$ cat src/rtl/sercfg_pkg.sv
package sercfg_pkg;
  localparam int OP_W = 4;

  typedef enum logic [OP_W-1:0] {
    OP_READ  = 4'h5,
    OP_WRITE = 4'hA
  } op_e;

  function automatic logic op_legal(input logic [OP_W-1:0] op);
    return (op == OP_READ) || (op == OP_WRITE);
  endfunction
endpackage

$ cat src/rtl/sercfg_edge.sv
module sercfg_edge (
  input  logic clk,
  input  logic rst_n,
  input  logic sel,
  input  logic sclk,
  output logic rise
);
  logic prev_lvl;

  // remembered level follows the pin whether or not select is high
  always_ff @(posedge clk or negedge rst_n) begin
    if (!rst_n) prev_lvl <= 1'b1;
    else        prev_lvl <= sclk;
  end

  assign rise = sclk & ~prev_lvl & ~sel;

  a_r2_single_edge: assert property (@(posedge clk) disable iff (!rst_n)
    rise |=> !rise);
endmodule

$ cat src/rtl/sercfg_mem.sv
module sercfg_mem #(
  parameter int ADDR_W = 4,
  parameter int DATA_W = 8,
  localparam int N_BYTES = 1 << ADDR_W,
  localparam int BIT_W = $clog2(DATA_W)
) (
  input  logic              clk,
  input  logic              pwr_rst_n,
  input  logic              we,
  input  logic [ADDR_W-1:0] addr,
  input  logic [BIT_W-1:0]  bit_sel,
  input  logic              wbit,
  output logic              rbit
);
  logic [DATA_W-1:0] store [N_BYTES];

  for (genvar g = 0; g < N_BYTES; g++) begin : g_byte
    always_ff @(posedge clk or negedge pwr_rst_n) begin
      if (!pwr_rst_n)
        store[g] <= '0;
      else if (we && addr == ADDR_W'(g))
        store[g][bit_sel] <= wbit;
    end

    a_r4_hold_without_write: assert property (@(posedge clk) disable iff (!pwr_rst_n)
      !(we && addr == ADDR_W'(g)) |=> $stable(store[g]));
  end

  assign rbit = store[addr][bit_sel];
endmodule

$ cat src/rtl/sercfg_ctrl.sv
module sercfg_ctrl
  import sercfg_pkg::*;
#(
  parameter int ADDR_W = 4,
  parameter int DATA_W = 8,
  localparam int CMD_W = OP_W + ADDR_W,
  localparam int TOT   = CMD_W + DATA_W,
  localparam int CNT_W = $clog2(TOT),
  localparam int BIT_W = $clog2(DATA_W)
) (
  input  logic              clk,
  input  logic              rst_n,
  input  logic              sel,
  input  logic              rise,
  input  logic              sdi,
  input  logic              mem_rbit,
  output logic              mem_we,
  output logic [ADDR_W-1:0] mem_addr,
  output logic [BIT_W-1:0]  mem_bit,
  output logic              mem_wbit,
  output logic              sdo
);
  logic [CNT_W-1:0] cnt;
  logic [CMD_W-1:0] cmd;
  logic [CMD_W-1:0] cmd_next;
  logic [CNT_W-1:0] data_pos;
  logic [OP_W-1:0]  op;
  logic             in_cmd;
  logic             rd_step;

  assign in_cmd   = cnt < CNT_W'(CMD_W);
  assign cmd_next = {cmd[CMD_W-2:0], sdi};
  assign op       = cmd[CMD_W-1 -: OP_W];
  assign mem_addr = cmd[ADDR_W-1:0];
  assign data_pos = cnt - CNT_W'(CMD_W);
  assign mem_bit  = BIT_W'(DATA_W - 1) - data_pos[BIT_W-1:0];
  assign mem_wbit = sdi;
  assign mem_we   = rise & ~in_cmd & (op == OP_WRITE);
  assign rd_step  = rise & ~in_cmd & (op == OP_READ);

  always_ff @(posedge clk or negedge rst_n) begin
    if (!rst_n) begin
      cnt <= '0;
      cmd <= '0;
      sdo <= 1'b1;
    end else if (sel) begin
      cnt <= '0;
    end else if (rise) begin
      if (in_cmd) begin
        cmd <= cmd_next;
        if (cnt == CNT_W'(CMD_W - 1) && !op_legal(cmd_next[CMD_W-1 -: OP_W]))
          cnt <= '0;
        else
          cnt <= cnt + 1'b1;
      end else begin
        cnt <= (cnt == CNT_W'(TOT - 1)) ? '0 : cnt + 1'b1;
        if (rd_step) sdo <= mem_rbit;
      end
    end
  end

  a_r1_select_idles: assert property (@(posedge clk) disable iff (!rst_n)
    sel |=> cnt == '0);
  a_r4_bad_opcode_restarts: assert property (@(posedge clk) disable iff (!rst_n)
    (rise && cnt == CNT_W'(CMD_W - 1) && !op_legal(cmd_next[CMD_W-1 -: OP_W])) |=> cnt == '0);
  a_r7_wrap: assert property (@(posedge clk) disable iff (!rst_n)
    (rise && cnt == CNT_W'(TOT - 1)) |=> cnt == '0);
  a_r6_sdo_holds: assert property (@(posedge clk) disable iff (!rst_n)
    !rd_step |=> $stable(sdo));
  a_r5_no_write_in_cmd: assert property (@(posedge clk) disable iff (!rst_n)
    in_cmd |-> !mem_we);
endmodule

$ cat src/rtl/sercfg_store.sv
module sercfg_store #(
  parameter int ADDR_W = 4,
  parameter int DATA_W = 8
) (
  input  logic clk,
  input  logic pwr_rst_n,
  input  logic rst_n,
  input  logic sel,
  input  logic sclk,
  input  logic sdi,
  output logic sdo
);
  localparam int BIT_W = $clog2(DATA_W);

  logic              ser_rst_n;
  logic              rise;
  logic              mem_we;
  logic [ADDR_W-1:0] mem_addr;
  logic [BIT_W-1:0]  mem_bit;
  logic              mem_wbit;
  logic              mem_rbit;

  assign ser_rst_n = rst_n & pwr_rst_n;

  sercfg_edge u_edge (
    .clk  (clk),
    .rst_n(ser_rst_n),
    .sel  (sel),
    .sclk (sclk),
    .rise (rise)
  );

  sercfg_ctrl #(.ADDR_W(ADDR_W), .DATA_W(DATA_W)) u_ctrl (
    .clk     (clk),
    .rst_n   (ser_rst_n),
    .sel     (sel),
    .rise    (rise),
    .sdi     (sdi),
    .mem_rbit(mem_rbit),
    .mem_we  (mem_we),
    .mem_addr(mem_addr),
    .mem_bit (mem_bit),
    .mem_wbit(mem_wbit),
    .sdo     (sdo)
  );

  sercfg_mem #(.ADDR_W(ADDR_W), .DATA_W(DATA_W)) u_mem (
    .clk      (clk),
    .pwr_rst_n(pwr_rst_n),
    .we       (mem_we),
    .addr     (mem_addr),
    .bit_sel  (mem_bit),
    .wbit     (mem_wbit),
    .rbit     (mem_rbit)
  );
endmodule

$ cat config.mk
export PLATFORM = sky130hd
export DESIGN_NAME = sercfg_store
export DESIGN_NICKNAME = d
export VERILOG_FILES = /design/src/rtl/sercfg_pkg.sv /design/src/rtl/sercfg_edge.sv /design/src/rtl/sercfg_mem.sv /design/src/rtl/sercfg_ctrl.sv /design/src/rtl/sercfg_store.sv
export SDC_FILE = /design/constraint.sdc
export NUM_CORES = 1
export LEC_CHECK = 0
export BUFFER_PORTS_ARGS = -buffer_cell sky130_fd_sc_hd__buf_2
export CAP_MARGIN = 0
export CORE_UTILIZATION = 39
export DETAILED_ROUTE_END_ITERATION = 10
export PLACE_DENSITY = 0.63
export SLEW_MARGIN = 20
export SYNTH_ARGS = -nofsm -noshare
export SYNTH_HDL_FRONTEND = slang
export SYNTH_HIERARCHICAL = 1
export SYNTH_SLANG_ARGS = --single-unit
$ cat constraint.sdc
create_clock -name clk -period 2.7 [get_ports clk]
set_clock_uncertainty 0.2 [all_clocks]
set_input_delay 0.27 -clock clk [delete_from_list [all_inputs] [get_ports clk]]
set_output_delay 0.27 -clock clk [all_outputs]
set_load 0.02 [all_outputs]
==> out/qor.txt, run 1 <==
Net Count, Synth: 647
largest net degree at the start of global routing: 130
DR DRC count: 0
Worst EP required: 2.85 ns
Compound-Gate Fraction of Synth Area: 3.152%
Worst setup EP type: flip-flop
wire length per cell: 19.35 um
cells on worst reg2reg path: 8
power per cell area: 644.5 nW/um2
clk sinks: 142
Routed WL: 17710 um
Async SR Flop Fraction: 100.0%
first-pass GRT wire length: 28590 um
area of the multi-input gates: 3581 um2
Detail Placement HPWL: 11380 um
Yosys warning count: 6
number of fill cells in the layout: 1693
Core Util, Final: 46.12%
Syn Area/Cell: 11.60 um2
VDD IR max: 308.9 uV
CTS tree: done
R2R Path End: u_ctrl/sdo
Clock Tree Buf Depth: 2
FMAX: 380.3 MHz
LEAKAGE: 3.971 nW
Port Buffer Count: 6
die width: 140.0 um
HP Class: input pin to async pin
Top-Level Pins: 7
Post-synth EDFFs: 0
FP Rows: 50
main flop type after synthesis: dfrtp_1
reg2reg start: u_ctrl/cmd[0]
CTS root buf: clkbuf_16
area of the core: 18710 um2
Max Slew Vio Count: 0
critical path type: flip-flop to flip-flop
worst setup margin: 0.07071 ns
Final nets: 675
Mapped Cells: 640
Chip Height: 140.0 um
largest cells by area after synthesis: dfrtp_1 47%, mux2_2 21%, mux2i_1 5.1%, nor2_1 4.3%, nand2_1 3.5%
Via density: 5.520
die area: 19590 um2
mux share of post-synthesis cell area: 30.46%
slew margin rel.: 36.44%
layout cells sized above 1: 37.89%
Unique masters post-synth: 46
reg2reg setup slack: 0.07 ns
GRT Resource Usage Total: 19.03%
post-synthesis instance area: 7422 um2
remaining antenna violation count: 0
Starting Density: 39.68%
Yosys top cell area share: 47.20%
GRT Residual Overflow: 0
Worst-Margin Slew: 0.9513 ns
vias in the first global route: 5210
top-count cell post-synth: dfrtp_1
FF+latch area: 3558 um2
critical path peak fanout: 8
Worst-path clk slew: 0.06 ns
XOR/XNOR Fraction of Synth Area: 0.3540%
RSZ-0062 raised after global routing: false
n_diodes: 0
H-tree lvl count: 4
post-synthesis adder-cell area fraction: 0.1686%
status: completed
area growth from synthesis to layout: 16.23%
Max Cap Viol: 0
top cells by count, synth: 140 x dfrtp_1, 136 x mux2_2, 86 x nor2_1, 69 x nand2_1, 38 x mux2i_1
sequential fraction of the synthesis area: 47.91%
Seq cells post-synth: 142
Setup Viol. Count Final: 0
worst slack, placed: -0.1122 ns
initial antenna violation count: 0
via count: 5051
post-synthesis simple-gate area fraction: 13.60%
setup TNS: 0 ns
CTS buffer count: 17
starting DRC count in detailed routing: 396
Pre-Repair DR Iteration Count: 4
cell taking the most area after synthesis: dfrtp_1
clock latency on the worst-skew pair: 0.42 ns
RePlAce Congestion: 0.8406
fin crit share: 97.38%
crit start category: flip-flop
largest family of logic cells by synthesized area: multiplexers
Hold Vio Cnt, Final: 0
Tmin final: 2.629 ns
worst endpoint data arrival time: 2.78 ns
==> stage by stage <==
stage                     std cells  cell area (um2)  hold WS, ns  power (mW)
after floorplan                 640             7427      -0.2256       2.853
after global placement          874             7863     -0.06568       3.059
after detailed placement        874             7863     -0.06361       3.069
after CTS                       910             8542      0.02011       5.552
after global routing            915             8627      0.03582       5.753
final                           915             8627      0.03191       5.560
==> registers in the layout, summed over array words and instances, names as in the netlist <==
signal / flops
u_ctrl/cnt: 4
u_ctrl/cmd: 8
u_edge/prev_lvl: 1
u_mem/store: 128
u_ctrl/sdo: 1
==> metal layers <==
layer | track usage (%) | share of wire, %
met5 | 0 | 0
met4 | 6.536 | 1.7
met3 | 3.932 | 3.7
met2 | 30.55 | 49
met1 | 25.59 | 46
==> how the worst max path moves through the flow <==
stage	from	to	slack [ns]	cells past startpoint
floorplan	u_edge/prev_lvl	u_mem/store[100]	0.09	9
global placement	sel	u_mem/store[98]	-0.05	10
detailed placement	sel	u_mem/store[98]	-0.11	10
CTS	u_edge/prev_lvl	u_mem/store[121]	0.01	10
global route	u_ctrl/cmd[0]	u_ctrl/sdo	0.003	7
finish	u_ctrl/cmd[0]	u_ctrl/sdo	0.07	8
==> logic make-up after synthesis <==
group | count (synthesis)
muxes | 189
DFF | 142
xor gates and xnor gates | 3
adders and majority gates | 1
AOI/OAI and AO/OA | 31
buffers and inverters | 61
and+or+nand+nor | 213
==> critical path: stages (launching register included) <==
cell and delay [ns]:
dfrtp_2 0.40, buf_4 0.13, clkbuf_16 0.14, mux4_1 0.56, mux2i_1 0.19, o22ai_1 0.11, a211o_1 0.28, a211o_1 0.29
mux2_2 0.26
==> cell type report <==
| type | instances | area share [%] |
|---|---|---|
| Inverter | 5 | 0.2175 |
| Clock inverter | 10 | 1.552 |
| Timing Repair Buffer | 65 | 6.352 |
| Multi-Input combinational cell | 437 | 41.51 |
| Sequential cell | 142 | 41.25 |
| Tap cell | 234 | 3.394 |
| Clock buffer | 22 | 5.729 |
==> where the power goes <==
part	internal, mW	switching [mW]	total (mW)
registers	2.16	0.0527	2.21
clock network	1.57	0.899	2.47
logic	0.369	0.507	0.877
==> cells in the final DEF (no fill, tap or decap), types with 5 or more instances in the layout <==
master,count
mux2_2,135
buf_2,5
buf_4,50
mux4_2,8
nand4_1,5
clkbuf_8,5
nand2_1,68
inv_1,5
clkbuf_16,18
nor2_1,86
mux2i_1,38
mux4_1,6
nor2b_1,6
a211oi_1,10
a22oi_1,11
dfrtp_1,138
nand3_1,12
==> what timing repair did <==
| item | CTS | global route |
|---|---|---|
| pin swaps | 1 | 3 |
| resized for setup | 2 | 7 |
| endpoints found under the hold margin | 145 | 0 |
| endpoints found under the setup margin | 15 | 61 |
| gates cloned | 0 | 1 |
| setup buffers | 0 | 4 |
| hold buffers | 4 | 0 |
No activity file was read; power rests on OpenSTA's default activity.
==> run 2: changes to the inputs <==
--- a/config.mk
+++ b/config.mk
@@ -7,9 +7,9 @@
 export LEC_CHECK = 0
 export BUFFER_PORTS_ARGS = -buffer_cell sky130_fd_sc_hd__buf_2
 export CAP_MARGIN = 0
-export CORE_UTILIZATION = 39
+export CORE_UTILIZATION = 57
 export DETAILED_ROUTE_END_ITERATION = 10
-export PLACE_DENSITY = 0.63
+export PLACE_DENSITY = 0.83
 export SLEW_MARGIN = 20
 export SYNTH_ARGS = -nofsm -noshare
 export SYNTH_HDL_FRONTEND = slang
==> run 2 against run 1 <==
Global-route usage rose by 9.3 points. Clock power down 13%. Critical path depth fell by 1. Highest routed layer unchanged. Largest cell class unchanged.
==> out/qor.txt, run 2 (same netlist as run 1, synthesis figures left out) <==
status: completed
H-tree lvl count: 4 (unchanged)
CP startpoint: u_ctrl/cmd[0]
layout cells sized above 1: 39.00% (+1.1 points)
CP max-delay cell: mux4_2
clock latency on the worst-skew pair: 0.42 ns (about the same)
Detail Placement HPWL: 11350 um (-0.27%)
area growth from synthesis to layout: 14.08%
HP Class: input pin to async pin
CTS tree: done
DR DRC count: 0 (unchanged)
Worst EP required: 2.85 ns (about the same)
design area: 8467 um2 (-1.9%)
CTS root buf: clkbuf_16
Largest register FFs: 128 (unchanged)
area of the multi-input gates: 3626 um2 (+1.3%)
GRT Resource Usage Total: 28.34% (+9.3 points)
crit start category: flip-flop
Port Buffer Count: 6 (unchanged)
area of the core: 12670 um2 (-32%)
Worst-Margin Slew: 0.8306 ns (-0.1207 ns)
initial antenna violation count: 0 (unchanged)
vias in the first global route: 5376 (+3.2%)
worst slack, placed: -0.05967 ns (+0.05257 ns)
remaining antenna violation count: 0 (unchanged)
biggest regs: u_mem/store: 128 flops, u_ctrl/cmd: 8 flops, u_ctrl/cnt: 4 flops
number of fill cells in the layout: 874 (-48%)
first-pass GRT wire length: 28310 um (-0.97%)
Max Cap Viol: 0 (unchanged)
reg2reg start: u_ctrl/cmd[0]
critical path peak fanout: 10 (+2)
cells on worst reg2reg path: 7 (-1)
Final nets: 671 (-0.59%)
RePlAce Congestion: 0.9124 (+8.5%)
Core Util, Final: 66.82% (+21 points)
CP cell instances: clkbuf_16 -> mux4_2 -> a22oi_1 -> o22ai_1 -> a211o_1 -> a211o_1 -> mux2_2
total chip power: 5.258 mW (-5.4%)
clk sinks: 142 (unchanged)
R2R Path End: u_ctrl/sdo
fin crit share: 98.56% (+1.2 points)
FP Rows: 41 (-18%)
Clock Tree Buf Depth: 2 (unchanged)
GRT Residual Overflow: 0 (unchanged)
Hold Vio Cnt, Final: 0 (unchanged)
Worst-path clk slew: 0.06 ns (about the same)
FMAX: 375.8 MHz (-1.2%)
Tmin final: 2.661 ns (+0.03173 ns)
Pre-Repair DR Iteration Count: 6 (+2)
Max Slew Vio Count: 0 (unchanged)
starting DRC count in detailed routing: 692 (+75%)
Reg with most FFs: u_mem/store
VDD IR max: 536.0 uV (+73%)
Chip Height: 116.1 um (-17%)
n_diodes: 0 (unchanged)
power per cell area: 621.0 nW/um2 (-3.7%)
FF+latch area: 3558 um2 (unchanged)
post-placement cell area: 7772 um2 (-1.1%)
die area: 13480 um2 (-31%)
Worst setup EP type: flip-flop
worst endpoint data arrival time: 2.81 ns (+0.03 ns)
Setup Viol. Count Final: 0 (unchanged)
die width: 116.1 um (-17%)
setup TNS: 0 ns (unchanged)
via count: 5320 (+5.3%)
LEAKAGE: 3.902 nW (-1.7%)
RSZ-0062 raised after global routing: false
CP most frequent cell: a211o_1
Routed WL: 18230 um (+2.9%)
reg2reg setup slack: 0.04 ns (-0.03 ns)
Via density: 6.266 (+14%)
Top-Level Pins: 7 (unchanged)
Starting Density: 58.58% (+19 points)
critical path type: flip-flop to flip-flop
most frequent cells in the layout: 138 x dfrtp_1, 136 x mux2_2, 83 x nor2_1, 61 x nand2_1, 47 x buf_4
worst setup margin: 0.03897 ns (-0.03173 ns)
slew margin rel.: 44.63% (+8.2 points)
largest net degree at the start of global routing: 130 (unchanged)
commonest non-fill, non-tap cell in the layout: dfrtp_1
wire length per cell: 21.47 um (+11%)
CTS buffer count: 17 (unchanged)
CP peak stage delay: 0.51 ns (-0.05 ns)
-- run 2: cell types whose count changed in the layout (fill, tap and decap cells not counted), moves of 3 or more --
cell and delta:
clkinv_2 +3, clkbuf_8 -4, buf_4 -3, nor2_1 -3
nand2_2 +7, nand2_1 -7
-- run 2: worst max-delay path by stage --
stage,end,slack [ns],cells past startpoint
floorplan,u_mem/store[100],0.09,9
global placement,u_mem/store[97],0.05,9
detailed placement,u_mem/store[102],-0.06,9
CTS,u_mem/store[45],0.01,9
global route,u_ctrl/sdo,0.02,7
finish,u_ctrl/sdo,0.04,7
-- run 2: where the power goes --
| part | switching [mW] | internal (mW) | total (mW) |
|---|---|---|---|
| sequential | 0.0661 | 2.16 | 2.23 |
| clock | 0.883 | 1.28 | 2.16 |
| combinational | 0.515 | 0.355 | 0.870 |
| total | 1.46 | 3.79 | 5.26 |
-- run 2: per-stage QoR --
step | hold WS [ns] | instances
6_report | 0.08475 | 849
5_1_grt | 0.1341 | 849
4_1_cts | 0.09256 | 848
3_5_place_dp | -0.01120 | 812
3_3_place_gp | -0.01833 | 812
2_1_floorplan | -0.2256 | 640
-- run 2: layout make-up --
type,instances,area share (%)
clock buffer,20,5.276
clock inverter,12,1.138
inverter,5,0.2217
multi-input combinational,437,42.83
sequential,142,42.03
tap,172,2.542
timing repair buffer,61,5.970
-- run 2: per-layer routing --
metal / share of wire (%) / vias up / global-route usage, % / wire, um
met1: 39 / 2732 / 34.06 / 7149
li1: - / 2300 / - / -
met5: 0 / - / 0 / 0
met3: 7.3 / 68 / 8.511 / 1322
met2: 50 / 220 / 47.22 / 9052
met4: 3.9 / 0 / 12.74 / 702
-- run 2: timing repair --
action | 4_1_cts | 5_1_grt
setup endpoints to repair | 39 | 113
resized for setup | 2 | 21
setup buffers | 0 | 0
hold endpoints to repair | 38 | 0
hold buffers | 4 | 0
pin swaps | 0 | 1
cloned | 0 | 1
-- run 2: worst max-delay path, delay by kind of cell, from the launching register on --
| family | cells | cell delay (ns) |
|---|---|---|
| compound gates | 4 | 1.00 |
| mux | 2 | 0.78 |
| flops | 1 | 0.42 |
| buf+inv | 1 | 0.18 |
